**src/rtl/lane_steer_pkg.sv**
```systemverilog
package lane_steer_pkg;

    localparam int CFG_W      = 8;
    localparam int CFG_EN_BIT = 7;
    localparam int CFG_POL_BIT = 6;
    localparam int AUX_W      = 3;

    typedef struct packed {
        logic             swap_en;
        logic             swap_pol;
        logic [AUX_W-1:0] aux;
    } steer_cfg_t;

    typedef enum logic {
        LANE_LO = 1'b0,
        LANE_HI = 1'b1
    } lane_t;

endpackage

```
**src/rtl/steer_cfg_reg.sv**
```systemverilog
module steer_cfg_reg
    import lane_steer_pkg::*;
(
    input  logic             clk,
    input  logic             rst_n,
    input  logic             wr_en,
    input  logic [CFG_W-1:0] wr_data,
    output steer_cfg_t       cfg,
    output logic [CFG_W-1:0] rd_data
);

    steer_cfg_t cfg_d, cfg_q;

    always_comb begin
        cfg_d = cfg_q;
        if (wr_en) begin
            cfg_d.swap_en  = wr_data[CFG_EN_BIT];
            cfg_d.swap_pol = wr_data[CFG_POL_BIT];
            cfg_d.aux      = wr_data[AUX_W-1:0];
        end
    end

    always_ff @(posedge clk or negedge rst_n) begin
        if (!rst_n) cfg_q <= '0;
        else        cfg_q <= cfg_d;
    end

    always_comb begin
        rd_data                = '0;
        rd_data[CFG_EN_BIT]    = cfg_q.swap_en;
        rd_data[CFG_POL_BIT]   = cfg_q.swap_pol;
        rd_data[AUX_W-1:0]     = cfg_q.aux;
    end

    assign cfg = cfg_q;

endmodule

```
**src/rtl/steer_lane_pick.sv**
```systemverilog
module steer_lane_pick
    import lane_steer_pkg::*;
#(
    parameter int BYTE_W = 8
) (
    input  logic              swap_en,
    input  logic              swap_pol,
    input  logic              addr0,
    input  logic [2*BYTE_W-1:0] bus_in,
    output logic [BYTE_W-1:0] byte_out
);

    lane_t lane;

    // High lane when swapping and the address parity matches the polarity bit
    always_comb begin
        lane = LANE_LO;
        if (swap_en && (addr0 == swap_pol)) lane = LANE_HI;
    end

    always_comb begin
        byte_out = (lane == LANE_HI) ? bus_in[2*BYTE_W-1:BYTE_W]
                                     : bus_in[BYTE_W-1:0];
    end

endmodule

```
**src/rtl/steer_rx_capture.sv**
```systemverilog
module steer_rx_capture #(
    parameter int BYTE_W = 8
) (
    input  logic              clk,
    input  logic              rst_n,
    input  logic              stb,
    input  logic [BYTE_W-1:0] byte_in,
    output logic [BYTE_W-1:0] byte_out,
    output logic              valid
);

    typedef struct packed {
        logic [BYTE_W-1:0] data;
        logic              vld;
    } rx_state_t;

    rx_state_t st_d, st_q;

    always_comb begin
        st_d     = st_q;
        st_d.vld = stb;
        if (stb) st_d.data = byte_in;
    end

    always_ff @(posedge clk or negedge rst_n) begin
        if (!rst_n) st_q <= '0;
        else        st_q <= st_d;
    end

    assign byte_out = st_q.data;
    assign valid    = st_q.vld;

endmodule

```
**src/rtl/steer_tx_mirror.sv**
```systemverilog
module steer_tx_mirror #(
    parameter int BYTE_W = 8,
    parameter int LANES  = 2
) (
    input  logic                     stb,
    input  logic [BYTE_W-1:0]        byte_in,
    output logic [LANES*BYTE_W-1:0]  bus_out,
    output logic [LANES-1:0]         lane_oe
);

    for (genvar g = 0; g < LANES; g++) begin : g_lane
        assign bus_out[g*BYTE_W +: BYTE_W] = byte_in;
        assign lane_oe[g]                  = stb;
    end

endmodule

```
**src/rtl/dma_lane_steer.sv**
```systemverilog
module dma_lane_steer
    import lane_steer_pkg::*;
#(
    parameter int BYTE_W = 8
) (
    input  logic                clk,
    input  logic                rst_n,
    input  logic                cfg_wr_en,
    input  logic [CFG_W-1:0]    cfg_wr_data,
    output logic [CFG_W-1:0]    cfg_rd_data,
    input  logic                dma_addr0,
    input  logic [2*BYTE_W-1:0] bus_in,
    input  logic                dma_rd_stb,
    output logic [BYTE_W-1:0]   rx_byte,
    output logic                rx_valid,
    input  logic [BYTE_W-1:0]   tx_byte,
    input  logic                dma_wr_stb,
    output logic [2*BYTE_W-1:0] bus_out,
    output logic                bus_oe_lo,
    output logic                bus_oe_hi
);

    localparam int LANES = 2;

    steer_cfg_t        cfg;
    logic [BYTE_W-1:0] picked;
    logic [LANES-1:0]  lane_oe;

    steer_cfg_reg u_cfg (
        .clk     (clk),
        .rst_n   (rst_n),
        .wr_en   (cfg_wr_en),
        .wr_data (cfg_wr_data),
        .cfg     (cfg),
        .rd_data (cfg_rd_data)
    );

    steer_lane_pick #(.BYTE_W(BYTE_W)) u_pick (
        .swap_en  (cfg.swap_en),
        .swap_pol (cfg.swap_pol),
        .addr0    (dma_addr0),
        .bus_in   (bus_in),
        .byte_out (picked)
    );

    steer_rx_capture #(.BYTE_W(BYTE_W)) u_rx (
        .clk      (clk),
        .rst_n    (rst_n),
        .stb      (dma_rd_stb),
        .byte_in  (picked),
        .byte_out (rx_byte),
        .valid    (rx_valid)
    );

    steer_tx_mirror #(.BYTE_W(BYTE_W), .LANES(LANES)) u_tx (
        .stb     (dma_wr_stb),
        .byte_in (tx_byte),
        .bus_out (bus_out),
        .lane_oe (lane_oe)
    );

    assign bus_oe_lo = lane_oe[0];
    assign bus_oe_hi = lane_oe[1];

endmodule

```
**config.mk**
```make
export PLATFORM = sky130hd
export DESIGN_NAME = dma_lane_steer
export DESIGN_NICKNAME = d
export VERILOG_FILES = /design/src/rtl/lane_steer_pkg.sv /design/src/rtl/steer_cfg_reg.sv /design/src/rtl/steer_lane_pick.sv /design/src/rtl/steer_rx_capture.sv /design/src/rtl/steer_tx_mirror.sv /design/src/rtl/dma_lane_steer.sv
export SDC_FILE = /design/constraint.sdc
export NUM_CORES = 1
export LEC_CHECK = 0
export BUFFER_PORTS_ARGS = -buffer_cell sky130_fd_sc_hd__clkbuf_2
export CORE_ASPECT_RATIO = 1.2
export CORE_MARGIN = 2
export CORE_UTILIZATION = 32
export CTS_CLUSTER_DIAMETER = 60
export DETAILED_ROUTE_END_ITERATION = 10
export PLACE_DENSITY_LB_ADDON = 0.08
export SLEW_MARGIN = 30
export SYNTH_ARGS = -nofsm -noshare
export SYNTH_HDL_FRONTEND = slang
export SYNTH_SLANG_ARGS = --single-unit
```
**constraint.sdc**
```tcl
create_clock -name clk -period 1.06 [get_ports clk]
set_input_delay 0.212 -clock clk [delete_from_list [all_inputs] [get_ports clk]]
set_output_delay 0.212 -clock clk [all_outputs]
set_load 0.02 [all_outputs]
```
# Word-level counts from Yosys, hierarchy flattened

Index checks and enable logic that the tools add are counted.

Latch bits: 0
Bits in registers: 14
RAM bits: 0
Word-level logic and storage cells: 9
Bits in read-only memories: 0
Input bits: 38
Memories kept: 0
Output and inout bits: 35

Shift-type cells: 0
Bitwise logic cells: 0
Equal/unequal tests: 1
Multiplexer cells: 2
Reductions and logical operators: 1
$mul: 0
Add/sub/neg operators: 0
Divide/modulo/power cells: 0
$lt $le $gt $ge: 0

Operators with widths:

| cell                | count |
|---|---|
| 8-bit 2-to-1 mux    | 1 |
| 1-bit equality test | 1 |
| 1-bit logical AND   | 1 |
| 1-bit 2-to-1 mux    | 1 |

# Logic depth before layout (Yosys ltp)

Word-level depth: 4
Mapped depth: 4
Mapped depth without buffers: 3

# By module

Synthesis repeated with hierarchy kept, for this count alone.

Cell total of the unflattened synthesis: 65
Area total of the unflattened synthesis: 884.6 µm²

By module, submodules not included:

| module           | sequential area each (µm²) | cells an instance | area each (µm²) | instances |
|---|---|---|---|---|
| steer_rx_capture | 225.2                      | 18                | 356.6           | 1 |
| steer_cfg_reg    | 125.1                      | 19                | 245.2           | 1 |
| steer_lane_pick  | 0.0                        | 10                | 147.6           | 1 |
| steer_tx_mirror  | 0.0                        | 18                | 135.1           | 1 |

# Least setup slack after synthesis

No wires, ideal clock.

Path kind: register to register
From: reg u_cfg.cfg_q (netlist bit u_cfg.cfg[4])
To: reg u_rx.st_q (netlist bit u_rx.byte_out[0])
Required time: 919 ps
Path buffers: 1
Clock period less this slack: 1,097 ps
Arrival time: 956 ps
Setup slack: -37 ps
Library setup time: 141 ps
Cell stages (with the launch flop): 5
Cell sequence: dfrtp_1 clkbuf_1 inv_1 o21ai_0 a31oi_1

Longest elaborated chain between the ends: 3

Ends and longest elaborated chain:

| what                   | line                   | RTL |
|---|---|---|
| start, declared        | steer_cfg_reg.sv:12    | `steer_cfg_t cfg_d, cfg_q;` |
| start signal, assigned | steer_cfg_reg.sv:25    | `else cfg_q <= cfg_d;` |
| 1-bit logical AND      | steer_lane_pick.sv:18  | `if (swap_en && (addr0 == swap_pol)) lane = LANE_HI;` |
| 1-bit 2-to-1 mux       | steer_lane_pick.sv:18  |  |
| 8-bit 2-to-1 mux       | steer_lane_pick.sv:22  | `byte_out = (lane == LANE_HI) ? bus_in[2*BYTE_W-1:BYTE_W]` |
| end signal, assigned   | steer_rx_capture.sv:27 | `else st_q <= st_d;` |
| end, declared          | steer_rx_capture.sv:17 | `rx_state_t st_d, st_q;` |

Every way passes these cells.
A chain may end at the register's enable or synchronous reset.

# Worst setup path after layout

From: reg u_cfg.cfg_q (netlist bit u_cfg.cfg[3])
To: out cfg_rd_data[6]

RTL lines:

| what          | line                 | RTL |
|---|---|---|
| end, declared | dma_lane_steer.sv:10 | `output logic [CFG_W-1:0] cfg_rd_data,` |

No word-level cell between the ends.

==> impl_metrics.json <==
{
  "antenna_found_initial": 0,
  "viasPerCell": 4.58,
  "dr.first_iter.drc_count": 12,
  "synth_ff_type": "dfrtp_1",
  "die_w_um": 49.3,
  "ios": 73,
  "wirelength_mm": 1.73,
  "p_sw_mw": 0.449,
  "coreArea_mm2": 0.00231,
  "power_frac_seq_pct": 44.9,
  "internal-power_mw": 0.974,
  "wl_per_cell_um": 12.3,
  "multiInputGateArea_um2": 274,
  "dpl.hpwl_mm": 1.24,
  "fin_util_pct": 45.1,
  "status": "finished with violations",
  "avgSynthCellArea_um2": 9.61,
  "num_antenna_cells": 0,
  "grt_max_degree": 18,
  "clockBufferDepth": 2,
  "clkTransAtPathRegs_ps": 90,
  "synth_edf_count": 0,
  "nets": 149,
  "path_buf_inv": 2,
  "synthCells": 82,
  "synth-async-reset-ratio_pct": 100,
  "regArea_um2": 352,
  "combinationalPowerShare_pct": 34.1,
  "fin_setup_tns_ps": -1190,
  "critPathKind": "register to output port",
  "cp.required_ps": 850,
  "synth_top_area_share_pct": 44.4,
  "synth_seq_cells": 14,
  "setup_slack_ps": -143,
  "violations": "setup timing",
  "numCtsBuffers": 3,
  "synth_common_cells": "buf_4 (23), dfrtp_1 (14), o21ai_0 (9)",
  "via_count": 641,
  "start_util_pct": 34.2,
  "skew_ps": 4.89,
  "pre_cts_ws_ps": -126,
  "peakVddDrop_v": 0.000918,
  "grt_pass1_vias": 615,
  "synth.most_common_cell": "buf_4",
  "die_area_mm2": 0.00288,
  "final_max_slew_viol_count": 0,
  "seq_area_frac_synth_pct": 44.4,
  "syn_area_um2": 788,
  "gp_congestion": 0.675,
  "htreeDepth": 1,
  "die_h_um": 58.4,
  "grt_pass1_wl_mm": 2.73,
  "p_per_area_mw_per_mm2": 1370,
  "power.share.clock_pct": 21.0,
  "drive_above_1_share_pct": 53.2,
  "yosysTopAreaCell": "dfrtp_1",
  "crit_chain": "buf_6 -> buf_8",
  "synth.distinct_cells": 13,
  "cts_sinks": 14,
  "tritoncts": "yes",
  "yosys_warnings": 0,
  "clk_latency_ps": 270,
  "dr.pass1.iters": 4,
  "hold_ws_ps": 139,
  "ant_nets": 0,
  "area_delta_synth_final_pct": 32.1,
  "std_cell_rows": 19,
  "worstSetupStartpointType": "register",
  "cp_top_family": "flip-flops",
  "synthTopCellsByArea": "dfrtp_1 (44%), buf_4 (22%), a31oi_1 (6.3%)",
  "drv_cap": 0,
  "rsz0062_at_grt": "true",
  "cts-root-buf": "clkbuf_4",
  "overflow": 0,
  "port-buffer-count": 39,
  "drcViolationCount": 0,
  "setup_viol": 10,
  "cp_max_fo": 3,
  "cpPeakStageDelay_ps": 460,
  "fmax_mhz": 831,
  "p_leak_nw": 0.495,
  "num-fill-cells": 253,
  "fin_crit_ps": 1200,
  "design_area_mm2": 0.00104,
  "cp-end-kind": "output port",
  "grt_usage_pct": 12.6,
  "hold_path_class": "input pin to register",
  "cp_slowest_cell": "dfrtp_2",
  "period_share_pct": 114,
  "cp_data_arrival_time_ps": 990,
  "placed_area_um2": 868,
  "sw_frac_of_total_pct": 31.6,
  "hold_violations": 0
}
state kept, by name, indices dropped and copies added, names as in the netlist:
register	count
u_rx.byte_out	8
u_rx.valid	1
u_cfg.cfg	5
cell usage in the layout, fill, tap and decap left out, drive strengths merged:
cell type / netlist / layout
xor2: 1 / 1
clkbuf: 3 / 30
inv: 1 / 1
conb: 1 / 3
nand3: 8 / 8
nand2: 1 / 1
nor2: 8 / 8
xnor2: 1 / 1
mux2: 4 / 4
dlygate4sd3: 0 / 1
o21ai: 9 / 9
a31oi: 8 / 8
buf: 23 / 20
dfrtp: 14 / 14
per-layer routing:
metal | share of wire, % | global-route usage, % | routed length [um]
met1 | 42 | 15.3 | 717
met2 | 48 | 19.1 | 824
met3 | 9.8 | 4.82 | 169
met4 | 0.81 | 7.76 | 14
met5 | 0 | 0 | 0
metrics by stage:
stage	std cells	total power [mW]
floorplan	84	0.963
global placement	131	1.01
detailed placement	131	1.01
CTS	136	1.36
global route	140	1.53
finish	140	1.42
tightest hold or removal path: stages:
cell and delay [ps]:
clkbuf_2 70, nand2_1 40, o21ai_0 60
power groups by stage:
stage                     clock, mW  combinational, mW  sequential, mW
after floorplan                   0              0.255           0.708
after global placement            0              0.371           0.639
after detailed placement          0              0.374           0.640
after CTS                     0.319              0.407           0.630
after global routing          0.353              0.528           0.646
final                         0.299              0.485           0.639
layout make-up:
type	count	area share [%]
clock buffer	3	2.16
inverter	1	0.361
multi-input combinational	43	26.3
sequential	14	33.8
tap	31	3.73
timing repair buffer	48	33.7
what timing repair did:
action	4_1_cts	5_1_grt
pin swaps	8	3
hold endpoints to repair	14	0
setup endpoints to repair	10	20
hold buffers	1	0
gates resized for setup	8	31
setup buffers	1	4
cells by family (layout without fill, tap and decap cells):
group	Yosys count	count (layout)	share of synthesized area, %
other	1	3	0.476
DFF	14	14	44.4
buffers and inverters	27	52	23.8
AOI/OAI and AO/OA	17	17	12.1
and+or+nand+nor	17	17	9.36
xor gates and xnor gates	2	2	4.13
muxes	4	4	5.71
final timing paths:
path,from,to,slack [ps],depth (start not counted)
max,u_cfg.cfg[3],cfg_rd_data[6],-140,2
min,cfg_wr_data[7],u_cfg.cfg[4],140,3
max reg2reg,u_cfg.cfg[3],u_rx.byte_out[3],-130,5
min reg2reg,u_cfg.cfg[0],u_cfg.cfg[0],540,1
max in group asynchronous,rst_n,u_cfg.cfg[3],380,2
min in group asynchronous,rst_n,u_cfg.cfg[2],380,2
Note: power is estimated with default switching activity, not from simulation.
